===== src/rtl/i2cseq_pkg.sv =====
package i2cseq_pkg;
   // control register bit positions decoded by the controller
   localparam int CB_ACK   = 2;
   localparam int CB_STOP  = 4;
   localparam int CB_START = 5;
   localparam int CB_EN    = 6;
   localparam int CB_INTEN = 7;

   localparam logic [7:0] M_ACK   = 8'(1 << CB_ACK);
   localparam logic [7:0] M_STOP  = 8'(1 << CB_STOP);
   localparam logic [7:0] M_START = 8'(1 << CB_START);
   localparam logic [7:0] M_EN    = 8'(1 << CB_EN);
   localparam logic [7:0] M_INTEN = 8'(1 << CB_INTEN);

   // controller status codes
   localparam logic [7:0] ST_START       = 8'h08;
   localparam logic [7:0] ST_RSTART      = 8'h10;
   localparam logic [7:0] ST_WA_ACK      = 8'h18;
   localparam logic [7:0] ST_WA_NACK     = 8'h20;
   localparam logic [7:0] ST_WD_ACK      = 8'h28;
   localparam logic [7:0] ST_WD_NACK     = 8'h30;
   localparam logic [7:0] ST_RA_ACK      = 8'h40;
   localparam logic [7:0] ST_RA_NACK     = 8'h48;
   localparam logic [7:0] ST_RD_ACK      = 8'h50;
   localparam logic [7:0] ST_RD_NACK     = 8'h58;
   localparam logic [7:0] ST_WA2_ACK     = 8'hD0;
   localparam logic [7:0] ST_RA2_ACK     = 8'hE0;

   typedef enum logic [1:0] {
      ERR_NONE  = 2'd0,
      ERR_NODEV = 2'd1,
      ERR_IO    = 2'd2
   } err_e;

   typedef enum logic [3:0] {
      ACT_NONE,
      ACT_ADDR1,
      ACT_ADDR2,
      ACT_WRBYTE,
      ACT_RDCONT,
      ACT_RDBYTE,
      ACT_RDLAST,
      ACT_STOP_OK,
      ACT_STOP_NODEV,
      ACT_STOP_IO,
      ACT_STOP_IDLE
   } act_e;
endpackage


===== src/rtl/i2cseq_edge.sv =====
module i2cseq_edge (
   input  logic clk,
   input  logic rst_n,
   input  logic flag,
   output logic evt
);
   logic flag_q;

   always_ff @(posedge clk or negedge rst_n) begin
      if (!rst_n) flag_q <= 1'b0;
      else        flag_q <= flag;
   end

   assign evt = flag & ~flag_q;

   // a level held high yields a single event
   a_r13_single_event: assert property (@(posedge clk) disable iff (!rst_n)
      evt |=> !evt);
endmodule


===== src/rtl/i2cseq_addr.sv =====
module i2cseq_addr #(
   parameter int AW = 10
) (
   input  logic [AW-1:0] addr,
   input  logic          ten,
   input  logic          rd,
   output logic [7:0]    first_b,
   output logic [7:0]    second_b
);
   if (AW != 10) begin : g_bad_aw
      $error("i2cseq_addr: AW must be 10");
   end

   always_comb begin
      if (ten) begin
         first_b  = 8'hF0 | {5'b0, addr[9:8], 1'b0} | {7'b0, rd};
         second_b = addr[7:0];
      end else begin
         first_b  = {addr[6:0], rd};
         second_b = 8'h00;
      end
   end
endmodule


===== src/rtl/i2cseq_decode.sv =====
module i2cseq_decode
   import i2cseq_pkg::*;
(
   input  logic       evt,
   input  logic       busy,
   input  logic       err_lat,
   input  logic [7:0] status,
   input  logic       ten,
   input  logic       rem_zero,
   input  logic       abort_q,
   input  logic       sent,
   output act_e       act
);
   act_e wr_next;
   act_e rd_first;

   assign wr_next  = (rem_zero || (abort_q && sent)) ? ACT_STOP_OK : ACT_WRBYTE;
   assign rd_first = rem_zero ? ACT_STOP_OK : ACT_RDCONT;

   always_comb begin
      act = ACT_NONE;
      if (evt && !err_lat) begin
         if (!busy) begin
            act = ACT_STOP_IDLE;
         end else begin
            unique case (status)
               ST_START, ST_RSTART:          act = ACT_ADDR1;
               ST_WA_ACK:                    act = ten ? ACT_ADDR2 : wr_next;
               ST_WA2_ACK, ST_WD_ACK:        act = wr_next;
               ST_RA_ACK:                    act = ten ? ACT_ADDR2 : rd_first;
               ST_RA2_ACK:                   act = rd_first;
               ST_RD_ACK:                    act = ACT_RDBYTE;
               ST_RD_NACK:                   act = ACT_RDLAST;
               ST_WA_NACK, ST_WD_NACK,
               ST_RA_NACK:                   act = ACT_STOP_NODEV;
               default:                      act = ACT_STOP_IO;
            endcase
         end
      end
   end
endmodule


===== src/rtl/i2c_msg_sequencer.sv =====
module i2c_msg_sequencer
   import i2cseq_pkg::*;
#(
   parameter int LEN_W   = 8,
   parameter int AW      = 10,
   parameter bit USE_IRQ = 1'b1
) (
   input  logic             clk,
   input  logic             rst_n,
   input  logic             go,
   input  logic [AW-1:0]    msg_addr,
   input  logic             msg_ten,
   input  logic             msg_rd,
   input  logic [LEN_W-1:0] msg_len,
   input  logic             abort_req,
   input  logic [7:0]       tx_data,
   output logic             tx_take,
   output logic [7:0]       rx_data,
   output logic             rx_valid,
   input  logic             ctl_iflag,
   input  logic [7:0]       ctl_status,
   input  logic [7:0]       ctl_rdata,
   output logic             ctl_cmd_valid,
   output logic [7:0]       ctl_cmd,
   output logic             ctl_dat_we,
   output logic [7:0]       ctl_dat,
   output logic             ctl_reinit,
   output logic             busy,
   output logic             done,
   output logic [1:0]       err
);
   localparam logic [LEN_W-1:0] ONE = LEN_W'(1);
   localparam logic [LEN_W-1:0] TWO = LEN_W'(2);

   if (LEN_W < 2) begin : g_bad_len
      $error("i2c_msg_sequencer: LEN_W must be at least 2");
   end

   logic [7:0] base_ctrl;
   if (USE_IRQ) begin : g_irq
      assign base_ctrl = M_EN | M_ACK | M_INTEN;
   end else begin : g_poll
      assign base_ctrl = M_EN | M_ACK;
   end

   logic             busy_q, ten_q, rd_q, abort_q, sent_q;
   logic [AW-1:0]    addr_q;
   logic [LEN_W-1:0] rem_q;
   logic [7:0]       ctrl_q;
   err_e             err_q;
   logic             evt;
   act_e             act;
   logic [7:0]       b1, b2;

   i2cseq_edge u_edge (
      .clk  (clk),
      .rst_n(rst_n),
      .flag (ctl_iflag),
      .evt  (evt)
   );

   i2cseq_addr #(.AW(AW)) u_addr (
      .addr    (addr_q),
      .ten     (ten_q),
      .rd      (rd_q),
      .first_b (b1),
      .second_b(b2)
   );

   i2cseq_decode u_dec (
      .evt     (evt),
      .busy    (busy_q),
      .err_lat (err_q != ERR_NONE),
      .status  (ctl_status),
      .ten     (ten_q),
      .rem_zero(rem_q == '0),
      .abort_q (abort_q),
      .sent    (sent_q),
      .act     (act)
   );

   logic             ack_drop;
   logic [7:0]       ctrl_rd, ctrl_stop;
   logic [LEN_W-1:0] rem_dec;
   logic             accept;

   assign accept    = go && !busy_q;
   assign rem_dec   = (rem_q == '0) ? rem_q : rem_q - ONE;
   assign ack_drop  = abort_q || (act == ACT_RDCONT && rem_q == ONE)
                              || (act == ACT_RDBYTE && rem_q == TWO);
   assign ctrl_rd   = ack_drop ? (ctrl_q & ~M_ACK) : ctrl_q;
   assign ctrl_stop = (ctrl_q & ~M_INTEN) | M_STOP;

   always_ff @(posedge clk or negedge rst_n) begin
      if (!rst_n) begin
         busy_q <= 1'b0;  ten_q <= 1'b0;  rd_q <= 1'b0;
         abort_q <= 1'b0; sent_q <= 1'b0;
         addr_q <= '0;    rem_q <= '0;    ctrl_q <= '0;
         err_q <= ERR_NONE;
         tx_take <= 1'b0; rx_valid <= 1'b0; rx_data <= '0;
         ctl_cmd_valid <= 1'b0; ctl_cmd <= '0;
         ctl_dat_we <= 1'b0; ctl_dat <= '0;
         ctl_reinit <= 1'b0; done <= 1'b0;
      end else begin
         tx_take <= 1'b0; rx_valid <= 1'b0; ctl_cmd_valid <= 1'b0;
         ctl_dat_we <= 1'b0; ctl_reinit <= 1'b0; done <= 1'b0;
         if (accept) begin
            busy_q <= 1'b1;
            addr_q <= msg_addr; ten_q <= msg_ten; rd_q <= msg_rd;
            rem_q <= msg_len;   sent_q <= 1'b0;   abort_q <= 1'b0;
            err_q <= ERR_NONE;  ctrl_q <= base_ctrl;
            ctl_cmd_valid <= 1'b1;
            ctl_cmd <= base_ctrl | M_START;
         end else begin
            if (abort_req && busy_q) abort_q <= 1'b1;
            unique case (act)
               ACT_ADDR1, ACT_ADDR2: begin
                  ctl_dat_we <= 1'b1;
                  ctl_dat <= (act == ACT_ADDR1) ? b1 : b2;
                  ctl_cmd_valid <= 1'b1;
                  ctl_cmd <= ctrl_q;
               end
               ACT_WRBYTE: begin
                  tx_take <= 1'b1;
                  ctl_dat_we <= 1'b1;
                  ctl_dat <= tx_data;
                  rem_q <= rem_dec;
                  sent_q <= 1'b1;
                  ctl_cmd_valid <= 1'b1;
                  ctl_cmd <= ctrl_q;
               end
               ACT_RDCONT, ACT_RDBYTE: begin
                  if (act == ACT_RDBYTE) begin
                     rx_valid <= 1'b1;
                     rx_data <= ctl_rdata;
                     rem_q <= rem_dec;
                     sent_q <= 1'b1;
                  end
                  ctrl_q <= ctrl_rd;
                  ctl_cmd_valid <= 1'b1;
                  ctl_cmd <= ctrl_rd;
               end
               ACT_RDLAST, ACT_STOP_OK, ACT_STOP_NODEV, ACT_STOP_IO: begin
                  if (act == ACT_RDLAST) begin
                     rx_valid <= 1'b1;
                     rx_data <= ctl_rdata;
                  end
                  ctl_cmd_valid <= 1'b1;
                  ctl_cmd <= ctrl_stop;
                  ctrl_q <= ctrl_q & ~M_INTEN;
                  busy_q <= 1'b0;
                  done <= 1'b1;
                  ctl_reinit <= (act == ACT_STOP_IO);
                  err_q <= (act == ACT_STOP_NODEV) ? ERR_NODEV :
                           (act == ACT_STOP_IO)    ? ERR_IO : ERR_NONE;
               end
               ACT_STOP_IDLE: begin
                  ctl_cmd_valid <= 1'b1;
                  ctl_cmd <= ctrl_stop;
                  ctrl_q <= ctrl_q & ~M_INTEN;
               end
               default: ;
            endcase
         end
      end
   end

   assign busy = busy_q;
   assign err  = err_q;

   // every STOP control write has interrupt-enable cleared
   a_r5_stop_no_inten: assert property (@(posedge clk) disable iff (!rst_n)
      (ctl_cmd_valid && ctl_cmd[CB_STOP]) |-> !ctl_cmd[CB_INTEN]);
   // START only follows an accepted go
   a_r3_start_after_go: assert property (@(posedge clk) disable iff (!rst_n)
      (ctl_cmd_valid && ctl_cmd[CB_START]) |-> ($past(go) && !$past(busy_q)));
   // reinit only with an I/O error completion
   a_r11_reinit_io: assert property (@(posedge clk) disable iff (!rst_n)
      ctl_reinit |-> (done && err == ERR_IO));
   // events after a latched error produce no command
   a_r13_err_ignore: assert property (@(posedge clk) disable iff (!rst_n)
      (!busy_q && err_q != ERR_NONE && evt && !go) |=> !ctl_cmd_valid);
   // a received byte is never accompanied by a data-register load
   a_r8_rx_excl: assert property (@(posedge clk) disable iff (!rst_n)
      $onehot0({rx_valid, ctl_dat_we}));
   // completion leaves the sequencer idle
   a_r9_done_idle: assert property (@(posedge clk) disable iff (!rst_n)
      done |-> !busy);
endmodule


===== config.mk =====
export PLATFORM = sky130hd
export DESIGN_NAME = i2c_msg_sequencer
export DESIGN_NICKNAME = d
export VERILOG_FILES = /design/src/rtl/i2cseq_pkg.sv /design/src/rtl/i2cseq_edge.sv /design/src/rtl/i2cseq_addr.sv /design/src/rtl/i2cseq_decode.sv /design/src/rtl/i2c_msg_sequencer.sv
export SDC_FILE = /design/constraint.sdc
export NUM_CORES = 1
export LEC_CHECK = 0
export BUFFER_PORTS_ARGS = -buffer_cell sky130_fd_sc_hd__buf_4
export CORE_MARGIN = 2
export CORE_UTILIZATION = 25
export DETAILED_ROUTE_END_ITERATION = 10
export GPL_ROUTABILITY_DRIVEN = 0
export GPL_TIMING_DRIVEN = 0
export PLACE_DENSITY_LB_ADDON = 0.05
export SETUP_SLACK_MARGIN = 0.3
export SYNTH_ARGS = -nofsm -noshare
export SYNTH_HDL_FRONTEND = slang
export SYNTH_SLANG_ARGS = --single-unit

===== constraint.sdc =====
create_clock -name clk -period 2.6 [get_ports clk]
set_input_delay 0.13 -clock clk [delete_from_list [all_inputs] [get_ports clk]]
set_output_delay 0.13 -clock clk [all_outputs]
set_load 0.01 [all_outputs]

**Word-level counts from Yosys, hierarchy flattened**

Index checks and enable logic that the tools add are counted.

- $add $sub $neg: 1
- Equal/unequal tests: 28
- Muxes and demuxes: 48
- Bitwise logic cells: 4
- Reductions and logical operators: 34

Operators by type and width:

| kind | number |
|---|---|
| $mux W8 | 10 |
| $pmux W8 S2 | 4 |
| $eq A8 B7 Y1 const B | 4 |
| $pmux W4 S8 | 1 |
| $eq A8 B6 Y1 const B | 3 |
| $pmux W8 S3 | 1 |
| $mux W1 | 19 |
| $eq A4 B3 Y1 const B | 4 |
| $eq A8 B5 Y1 const B | 2 |
| $eq A8 B8 Y1 const B | 2 |
| $mux W4 | 4 |
| $eq A4 B4 Y1 const B | 3 |
| $reduce_bool A2 Y1 | 6 |
| $mux W2 | 5 |
| $reduce_or A10 Y1 | 1 |
| $eq A4 B2 Y1 const B | 2 |
| $eq A8 B1 Y1 const B | 1 |
| $eq A8 B2 Y1 const B | 1 |
| $eq A8 B4 Y1 const B | 1 |
| $logic_not A8 Y1 | 1 |
| $or A8 B1 Y8 | 1 |
| $reduce_or A2 Y1 | 4 |
| $sub A8 B1 Y8 const B | 1 |
| $logic_and A1 B1 Y1 | 6 |
| other kinds (17) | 28 |

- Flip-flop bits (word level): 64
- Input port bits: 49
- Output and inout bits: 33

**Depth between registers and ports, before layout**

Gate-level depths: netlist of run 1.

- Word-level depth: 14
- Depth in mapped cells: 10
- Mapped depth without buffers: 10

**Hierarchy**

Synthesis of run 1 repeated with hierarchy kept, for this count alone.

- Cell total of the unflattened synthesis: 334
- Area total of the unflattened synthesis: 3,118.0 sq um

By module, submodules not included:

| module | times used | cells an instance | area an instance (sq um) | sequential area each (sq um) |
|---|---|---|---|---|
| i2c_msg_sequencer | 1 | 259 | 2,602.5 | 1,401.3 |
| i2cseq_decode | 1 | 56 | 344.1 | 0.0 |
| i2cseq_addr | 1 | 17 | 132.6 | 0.0 |
| i2cseq_edge | 1 | 2 | 38.8 | 25.0 |

**Least setup slack after synthesis of run 1**

OpenSTA, ideal clock, no wires.

- Kind: reg2reg
- Start: register rem_q[0]
- End: register rem_q[5]
- Arrival time: 2,308 ps
- Path slack: 210 ps
- Stages on the path, launching flop included: 11
- Period minus slack after synthesis: 2,390 ps
- Path through: dfrtp_1 -> inv_1 -> ha_1 -> nor3b_1 -> nand2_1 -> a221o_1 -> a21oi_2 -> a21oi_2 -> buf_2 -> or3_1 -> a31oi_1

- Cells in the longest elaborated chain, start to end: 11
- Elaborated cells between the ends (all ways): 21

RTL lines:

| item | line | RTL |
|---|---|---|
| start: declaration | i2c_msg_sequencer.sv:48 | `logic [LEN_W-1:0] rem_q;` |
| start signal: assignment | i2c_msg_sequencer.sv:127 | `rem_q <= rem_dec;` |
| start signal: assignment | i2c_msg_sequencer.sv:136 | `rem_q <= rem_dec;` |
| $logic_not A8 Y1 | i2c_msg_sequencer.sv:76, i2c_msg_sequencer.sv:88 |  |
| $logic_or A1 B1 Y1 | i2cseq_decode.sv:17 | `assign wr_next = (rem_zero \|\| (abort_q && sent)) ? ACT_STOP_OK : ACT_WRBYTE;` |
| $mux W3 | i2cseq_decode.sv:17 |  |
| $mux W4 | i2cseq_decode.sv:28 | `ST_WA_ACK: act = ten ? ACT_ADDR2 : wr_next;` |
| $pmux W4 S8 | i2cseq_decode.sv:26 | `unique case (status)` |
| $mux W4 | i2cseq_decode.sv:23 | `if (!busy) begin` |
| $mux W4 | i2cseq_decode.sv:22 | `if (evt && !err_lat) begin` |
| $eq A4 B3 Y1, on equally long branches | i2c_msg_sequencer.sv:116, i2c_msg_sequencer.sv:133 |  |
| $reduce_or A2 Y1 | i2c_msg_sequencer.sv:116 | `unique case (act)` |
| $pmux W8 S2, or another cell as far along | i2c_msg_sequencer.sv:116 |  |
| $mux W8 / $reduce_and A2 Y1 (equally long branches) | n/a |  |

Several ways; a longest one is shown, not always the timed one. The select of a mux whose other input is x is not followed.
A chain may end at the register's enable or synchronous reset.

**Final worst setup path of run 1**

- Start: register rem_q[0]
- End: register rem_q[7]

Same word-level chain as after synthesis.

==> summary.txt, run 1 <==
Floorplan
  – Initial Util: approximately a quarter
  – Die ar.: 0.01362 mm^2
  – I/O pins: 82
  – Die width: 116.7 um
  – Core ar.: 0.01252 mm^2
  – Die Span Y: 116.7 um
  – Cell Rows: 41

Global route
  – First-pass GRT wire length: 16060 um
  – Vias in the first global route: slightly above 3000
  – GRT Residual Overflow: 0
  – Largest net degree at the start of global routing: 58
  – Initial antenna violation count: 0
  – Tot GR Track Use: 15.47%

Run
  – Max_cap viols: 0

Timing
  – Least-Margin Pin Slew: approximately 0.78 ns
  – Slew headroom: 47.51%
  – Setup Skew: 0.004966 ns
  – RSZ-0062 raised after global routing: true
  – Tmin final: between 2 and 2.5 ns
  – Part of the cycle the worst path needs: between 90 and 100%
  – Setup violators final: 0
  – Min Hold Slack: approximately 0.0045 ns
  – Hold Fails Final Rpt: 0
  – Max Clock Freq: 0.4102 GHz
  – Final slew viol count: 0

Drt
  – DRT iter0 DRCs: 116
  – Router iterations before antenna repair: 4
  – Post-Route WL: between 9000 and 10000 um
  – Via count: between 3000 and 4000
  – DRC: 0
  – Antenna Nets Post-Route: 0
  – Via density: between 4 and 5
  – Drt wl/cell: 15.65 um

Clock network
  – CTS clock-pin slew for the worst setup and hold paths: ~0.05 ns
  – Worst skew pair latency: 0.33 ns
  – TritonCTS clock tree: done
  – CTS Root Cell: clkbuf_16
  – Clock Sinks: 57
  – Clk buf depth: 2
  – H-tree levels: 3
  – Clock buffer count from CTS: 9

Power
  – Final Total Pwr: a little under 4000 uW
  – PwrDens: 816.1 mW/mm^2
  – LEAKAGE: 0.002190 uW
  – Worst VDD drop: ~0.35 mV

Worst setup path
  – CP Max Fanout: 10
  – Number of cells on the worst reg-to-reg path: 9
  – Kind of end point of the critical path: register
  – Reg2Reg Capture Point: rem_q[7]
  – R2r setup slk: 0.16 ns
  – Worst-path cell chain: inv_2, ha_1, nor3b_4, nand3_2, o22ai_4, o211ai_4, buf_4, or4_1, a31oi_1
  – Worst R2R Start: rem_q[0]
  – Slowest CP cell: or4_1
  – Startpoint Class: register
  – Critical Path RT: 2.84 ns
  – Crit path largest cell delay: 0.51 ns
  – Data arrival, critical path: 2.68 ns
  – Critical path class: register to register

Run status
  – Run status: completed

Worst hold path
  – Hold Crit Depth: 3
  – Hold Startpoint: msg_rd
  – Hold Path Sink: rd_q
  – Hold crit path type: primary input to register

Place
  – Post-DP HPWL: 6839 um
  – Port buffer count: 80

Synth
  – #FFs+latches synth: 57
  – Commonest cells in the netlist: dfrtp_1 (57), nand2_1 (49), nor2_1 (26)
  – Largest area contributor in the netlist: dfrtp_1
  – Net Count, Synth: 384
  – Synth Cell Area: roughly 0.0032 mm^2
  – Syn Area/Cell: 9.594 um^2
  – Post-synth top flop: dfrtp_1
  – Most frequent cell after synthesis: dfrtp_1
  – Sequential area share after synthesis: 44.92%
  – Cells after Synth: 331
  – Yosys top cell area share: 44.92%
  – Number of synthesized flops with an enable pin: 0
  – Asr flop ratio synth: 100.0%
  – Top post-synthesis cells by area: dfrtp_1 (45%), nand2_1 (5.8%), mux2_2 (4.3%)
  – Netlist cell types: 64
  – Synth Warn #: 0

Final layout
  – Area growth from synthesis to layout: 53.43%
  – Layout net count: 514
  – FF+latch area: 0.001429 mm^2
  – Multi-input gate area: 0.001797 mm^2
  – # diodes: 0
  – Fillcell total: 1332
  – Layout cells sized above 1: 42.70%
==> worst max path at each step <==
| stage | end | from | slack (ns) | cells past startpoint |
|---|---|---|---|---|
| 4_1_cts | ctl_dat[3] | ten_q | 0.17 | 10 |
| 2_1_floorplan | rem_q[3] | err[1] | 0.28 | 7 |
| 3_3_place_gp | ctl_dat[5] | ctl_status[2] | -0.16 | 7 |
| 3_5_place_dp | ctl_dat[5] | ctl_status[2] | -0.17 | 7 |
| 5_1_grt | ctl_dat[3] | rem_q[2] | 0.02 | 10 |
| 6_report | rem_q[7] | rem_q[0] | 0.16 | 9 |
==> report_power, final <==
group | internal, uW | switching, uW | leakage [uW]
Clock | 862 | 407 | 0.000159
Combinational | 654 | 655 | 0.00132
Sequential | 1170 | 230 | 0.000706
==> worst max-delay path, delay by kind of cell, from the launching register on <==
kind	cells	cell delay [ns]
buf+inv	2	0.30
fa+ha+maj	1	0.14
simple gates	3	0.91
flops	1	0.40
compound gates	3	0.60
==> final cells by class <==
class / count / share of cell area, %
inverters: 10 / 0.7704
well taps: 172 / 4.417
clock buffers: 11 / 4.982
plain buffers: 20 / 2.671
multi-input cells: 244 / 36.88
clock inverters: 5 / 1.618
repair buffers: 119 / 19.34
flip-flops and latches: 57 / 29.33
==> kinds of logic (layout without fill, tap and decap cells) <==
group | count (synthesis) | after routing | synth area share [%]
and+or+nand+nor | 144 | 144 | 25.26
DFF | 57 | 57 | 44.92
buffers and inverters | 30 | 165 | 4.610
xor gates and xnor gates | 1 | 1 | 0.2759
AOI/OAI and AO/OA | 80 | 80 | 18.16
muxes | 15 | 15 | 5.201
adders and majority gates | 4 | 4 | 1.576
==> metal layers <==
| metal | wire, um | track usage, % |
|---|---|---|
| met1 | 4653 | 21.49 |
| met2 | 4689 | 24.05 |
| met3 | 466 | 3.373 |
| met4 | 174 | 4.941 |
| met5 | 0 | 0 |
==> cells in the final DEF, fill, tap and decap left out, types with 4 or more instances in the layout <==
master / count
a31oi_1: 9
mux2_2: 12
or3_1: 6
nor3_1: 9
clkbuf_16: 9
o22ai_1: 5
buf_4: 114
o31ai_1: 5
dfrtp_1: 55
nand2_1: 48
o21ai_1: 5
nor2_1: 26
a21oi_1: 7
or4_1: 6
clkbuf_1: 7
nand3b_1: 5
nor3b_1: 4
dlygate4sd3_1: 8
nand2b_1: 4
ha_1: 4
o21ai_0: 8
inv_1: 8
==> per-stage QoR <==
stage                     instance area (um^2)  utilization [%]  setup slack [ns]  cells  setup TNS, ns
after CTS                                 4736            37.83            0.1695    629              0
after detailed placement                  4000            31.96           -0.1747    583         -1.056
after global routing                      4872            38.92           0.02429    638              0
after global placement                    4000            31.96           -0.1570    583         -1.009
after floorplan                           3184                -            0.2764    331              0
final                                     4872            38.92            0.1624    638              0
==> flip-flops by register name (all words and copies together), names as in the netlist, 2 cells and up <==
| register | cells |
|---|---|
| rem_q | 8 |
| err | 2 |
| ctl_dat | 8 |
| ctl_cmd | 6 |
| ctrl_q | 3 |
| rx_data | 8 |
| addr_q | 10 |
==> timing repair <==
| action | 4_1_cts | 5_1_grt |
|---|---|---|
| gates resized for setup | 39 | 18 |
| hold endpoints to repair | 64 | 0 |
| hold buffers | 8 | 0 |
| setup buffers | 21 | 9 |
| pin swaps | 20 | 21 |
| setup endpoints to repair | 32 | 41 |
| cloned | 1 | 0 |
No activity file was read; power rests on OpenSTA's default activity.
==> run 2: changes to the inputs <==
CORE_UTILIZATION = 30   (was 25)
==> summary.txt, run 2 (synthesis results as in run 1) <==
Floorplan
  – Die ar.: 0.01142 mm^2 (was 0.01362 mm^2)
  – Die Span Y: 106.9 um (was 116.7 um)
  – Initial Util: 30.76% (was 25.37%)
  – Cell Rows: 37 (was 41)
  – Die width: 106.9 um (was 116.7 um)
  – I/O pins: 82 (unchanged)
  – Core ar.: 0.01032 mm^2 (was 0.01252 mm^2)

Final layout
  – Area growth from synthesis to layout: 57.72% (was 53.43%)
  – Fin util: 48.52% (was 38.92%)
  – Most common cell after layout, fill and taps aside: buf_4 (unchanged)
  – Commonest non-fill, non-tap cells in the layout: buf_4 (111), dfrtp_1 (54), nand2_1 (48) (was buf_4 (114), dfrtp_1 (55), nand2_1 (48))
  – Final Cell Area: 0.005009 mm^2 (was 0.004872 mm^2)
  – Non-filler instance count after layout: 616 (was 638)
  – Layout net count: 528 (was 514)
  – Flip-flop count of the largest register after layout: 10 (unchanged)
  – # diodes: 0 (unchanged)
  – Most flop-heavy register: addr_q (unchanged)
  – Fillcell total: 1008 (was 1332)
  – Layout cells sized above 1: 44.38% (was 42.70%)

Place
  – Area post-placement: 0.003955 mm^2 (was 0.004000 mm^2)
  – Post-DP HPWL: 6406 um (was 6839 um)
  – Port buffer count: 80 (unchanged)
  – Cell total after placement: 547 (was 583)

Clock network
  – Worst skew pair latency: 0.35 ns (was 0.33 ns)
  – Clk buf depth: 2 (unchanged)
  – Clock Sinks: 57 (unchanged)
  – CTS Root Cell: clkbuf_8 (was clkbuf_16)
  – H-tree levels: 3 (unchanged)
  – TritonCTS clock tree: done (unchanged)
  – Clock buffer count from CTS: 9 (unchanged)
  – CTS clock-pin slew for the worst setup and hold paths: 0.07 ns (was 0.05 ns)

Worst hold path
  – Hold crit path type: primary input to register (unchanged)

Power
  – Worst VDD drop: 0.3951 mV (was 0.3469 mV)
  – Final Total Pwr: 3796 uW (was 3976 uW)
  – LEAKAGE: 0.002235 uW (was 0.002190 uW)
  – PwrDens: 757.8 mW/mm^2 (was 816.1 mW/mm^2)

Drt
  – Antenna Nets Post-Route: 0 (unchanged)
  – DRC: 0 (unchanged)
  – DRT iter0 DRCs: 94 (was 116)
  – Drt wl/cell: 15.70 um (was 15.65 um)
  – Router iterations before antenna repair: 4 (unchanged)
  – Via count: 3069 (was 3021)
  – Post-Route WL: 9669 um (was 9983 um)
  – Via density: 4.982 (was 4.735)

Timing
  – Least-Margin Pin Slew: 0.7479 ns (was 0.7813 ns)
  – RSZ-0062 raised after global routing: true (unchanged)
  – Max Clock Freq: 0.4109 GHz (was 0.4102 GHz)
  – Slew headroom: 49.76% (was 47.51%)
  – Setup Skew: 0.01056 ns (was 0.004966 ns)
  – Setup tns final: 0 ns (unchanged)
  – Tmin final: 2.434 ns (was 2.438 ns)
  – Setup violators final: 0 (unchanged)
  – Hold Fails Final Rpt: 0 (unchanged)
  – Part of the cycle the worst path needs: 93.61% (was 93.75%)
  – Final slew viol count: 0 (unchanged)

Run
  – Max_cap viols: 0 (unchanged)

Worst setup path
  – CP Max Fanout: 8 (was 10)
  – Kind of end point of the critical path: register (unchanged)
  – Startpoint Class: register (unchanged)
  – Critical Path RT: 2.83 ns (was 2.84 ns)
  – Data arrival, critical path: 2.67 ns (was 2.68 ns)
  – Critical path class: register to register (unchanged)

Global route
  – Vias in the first global route: 3134 (was 3033)
  – First-pass GRT wire length: 15440 um (was 16060 um)
  – Tot GR Track Use: 17.36% (was 15.47%)
  – Largest net degree at the start of global routing: 58 (unchanged)
  – GRT Residual Overflow: 0 (unchanged)
  – Initial antenna violation count: 0 (unchanged)

Run status
  – Run status: completed (unchanged)
-- run 2: cell types whose count changed in the layout (fill, tap and decap cells not counted), sizes merged --
cell         previous run  this run
buf                   123       126
clkinv                  3         2
dlygate4sd3             8        19
inv                    10        11
-- run 2: where the power goes --
| group | internal [uW] | switching [uW] |
|---|---|---|
| combinational | 728 | 695 |
| clock | 567 | 406 |
| sequential | 1170 | 234 |
-- run 2: final timing paths --
path                           start          to  slack [ns]  depth (start not counted)
hold reg to reg            ctrl_q[6]   ctrl_q[6]        0.46                          1
max in group asynchronous      rst_n    rem_q[3]        1.69                          2
hold / removal             abort_req     abort_q        0.01                          3
setup / recovery               ten_q  rx_data[2]        0.17                         10
min in group asynchronous      rst_n      err[0]        0.39                          2
setup reg to reg               ten_q  rx_data[2]        0.17                         10
-- run 2: routing by layer --
metal  vias to the layer above  share of wire (%)  wire, um  global-route usage [%]
li1                       1494                  -         -                       -
met1                      1479                 47      4561                   24.12
met2                        85                 47      4540                   27.30
met3                        11                4.6       445                   3.283
met4                         0                1.3       121                   5.566
met5                         -                  0         0                       0
-- run 2: timing repair --
action / 4_1_cts / 5_1_grt
hold endpoints to repair: 75 / 0
pin swaps: 22 / 29
gates resized for setup: 35 / 42
hold buffers: 19 / 0
setup endpoints to repair: 31 / 38
gates cloned: 0 / 1
buffers inserted: 26 / 7
-- run 2: worst max-delay path, stage by stage (launching register included) --
cell and delay [ns]:
dfrtp_1 0.34, buf_6 0.11, o21ai_2 0.05, nor4bb_4 0.17
or4_4 0.50, o211ai_4 0.35, buf_6 0.16, nor2_4 0.04
o21ai_4 0.13, buf_12 0.14, mux2_2 0.33
-- run 2: through the flow --
step / hold WS [ns] / setup slack (ns)
after CTS: 0.0002454 / 0.1385
after detailed placement: 0.2563 / -0.08105
after floorplan: -0.1656 / 0.2764
after global routing: 0.004792 / 0.05370
final: 0.01254 / 0.1662
after global placement: 0.2581 / -0.08168
-- run 2: final cells by class --
type                       count  area, um^2  area share [%]
timing repair buffer         133        1102           22.01
multi-input combinational    244        1918           38.30
tap                          136       170.2           3.397
clock buffer                  11       141.4           2.823
buffer                        20       130.1           2.598
inverter                      10       37.54          0.7494
sequential                    57        1430           28.55
clock inverter                 5       78.83           1.574
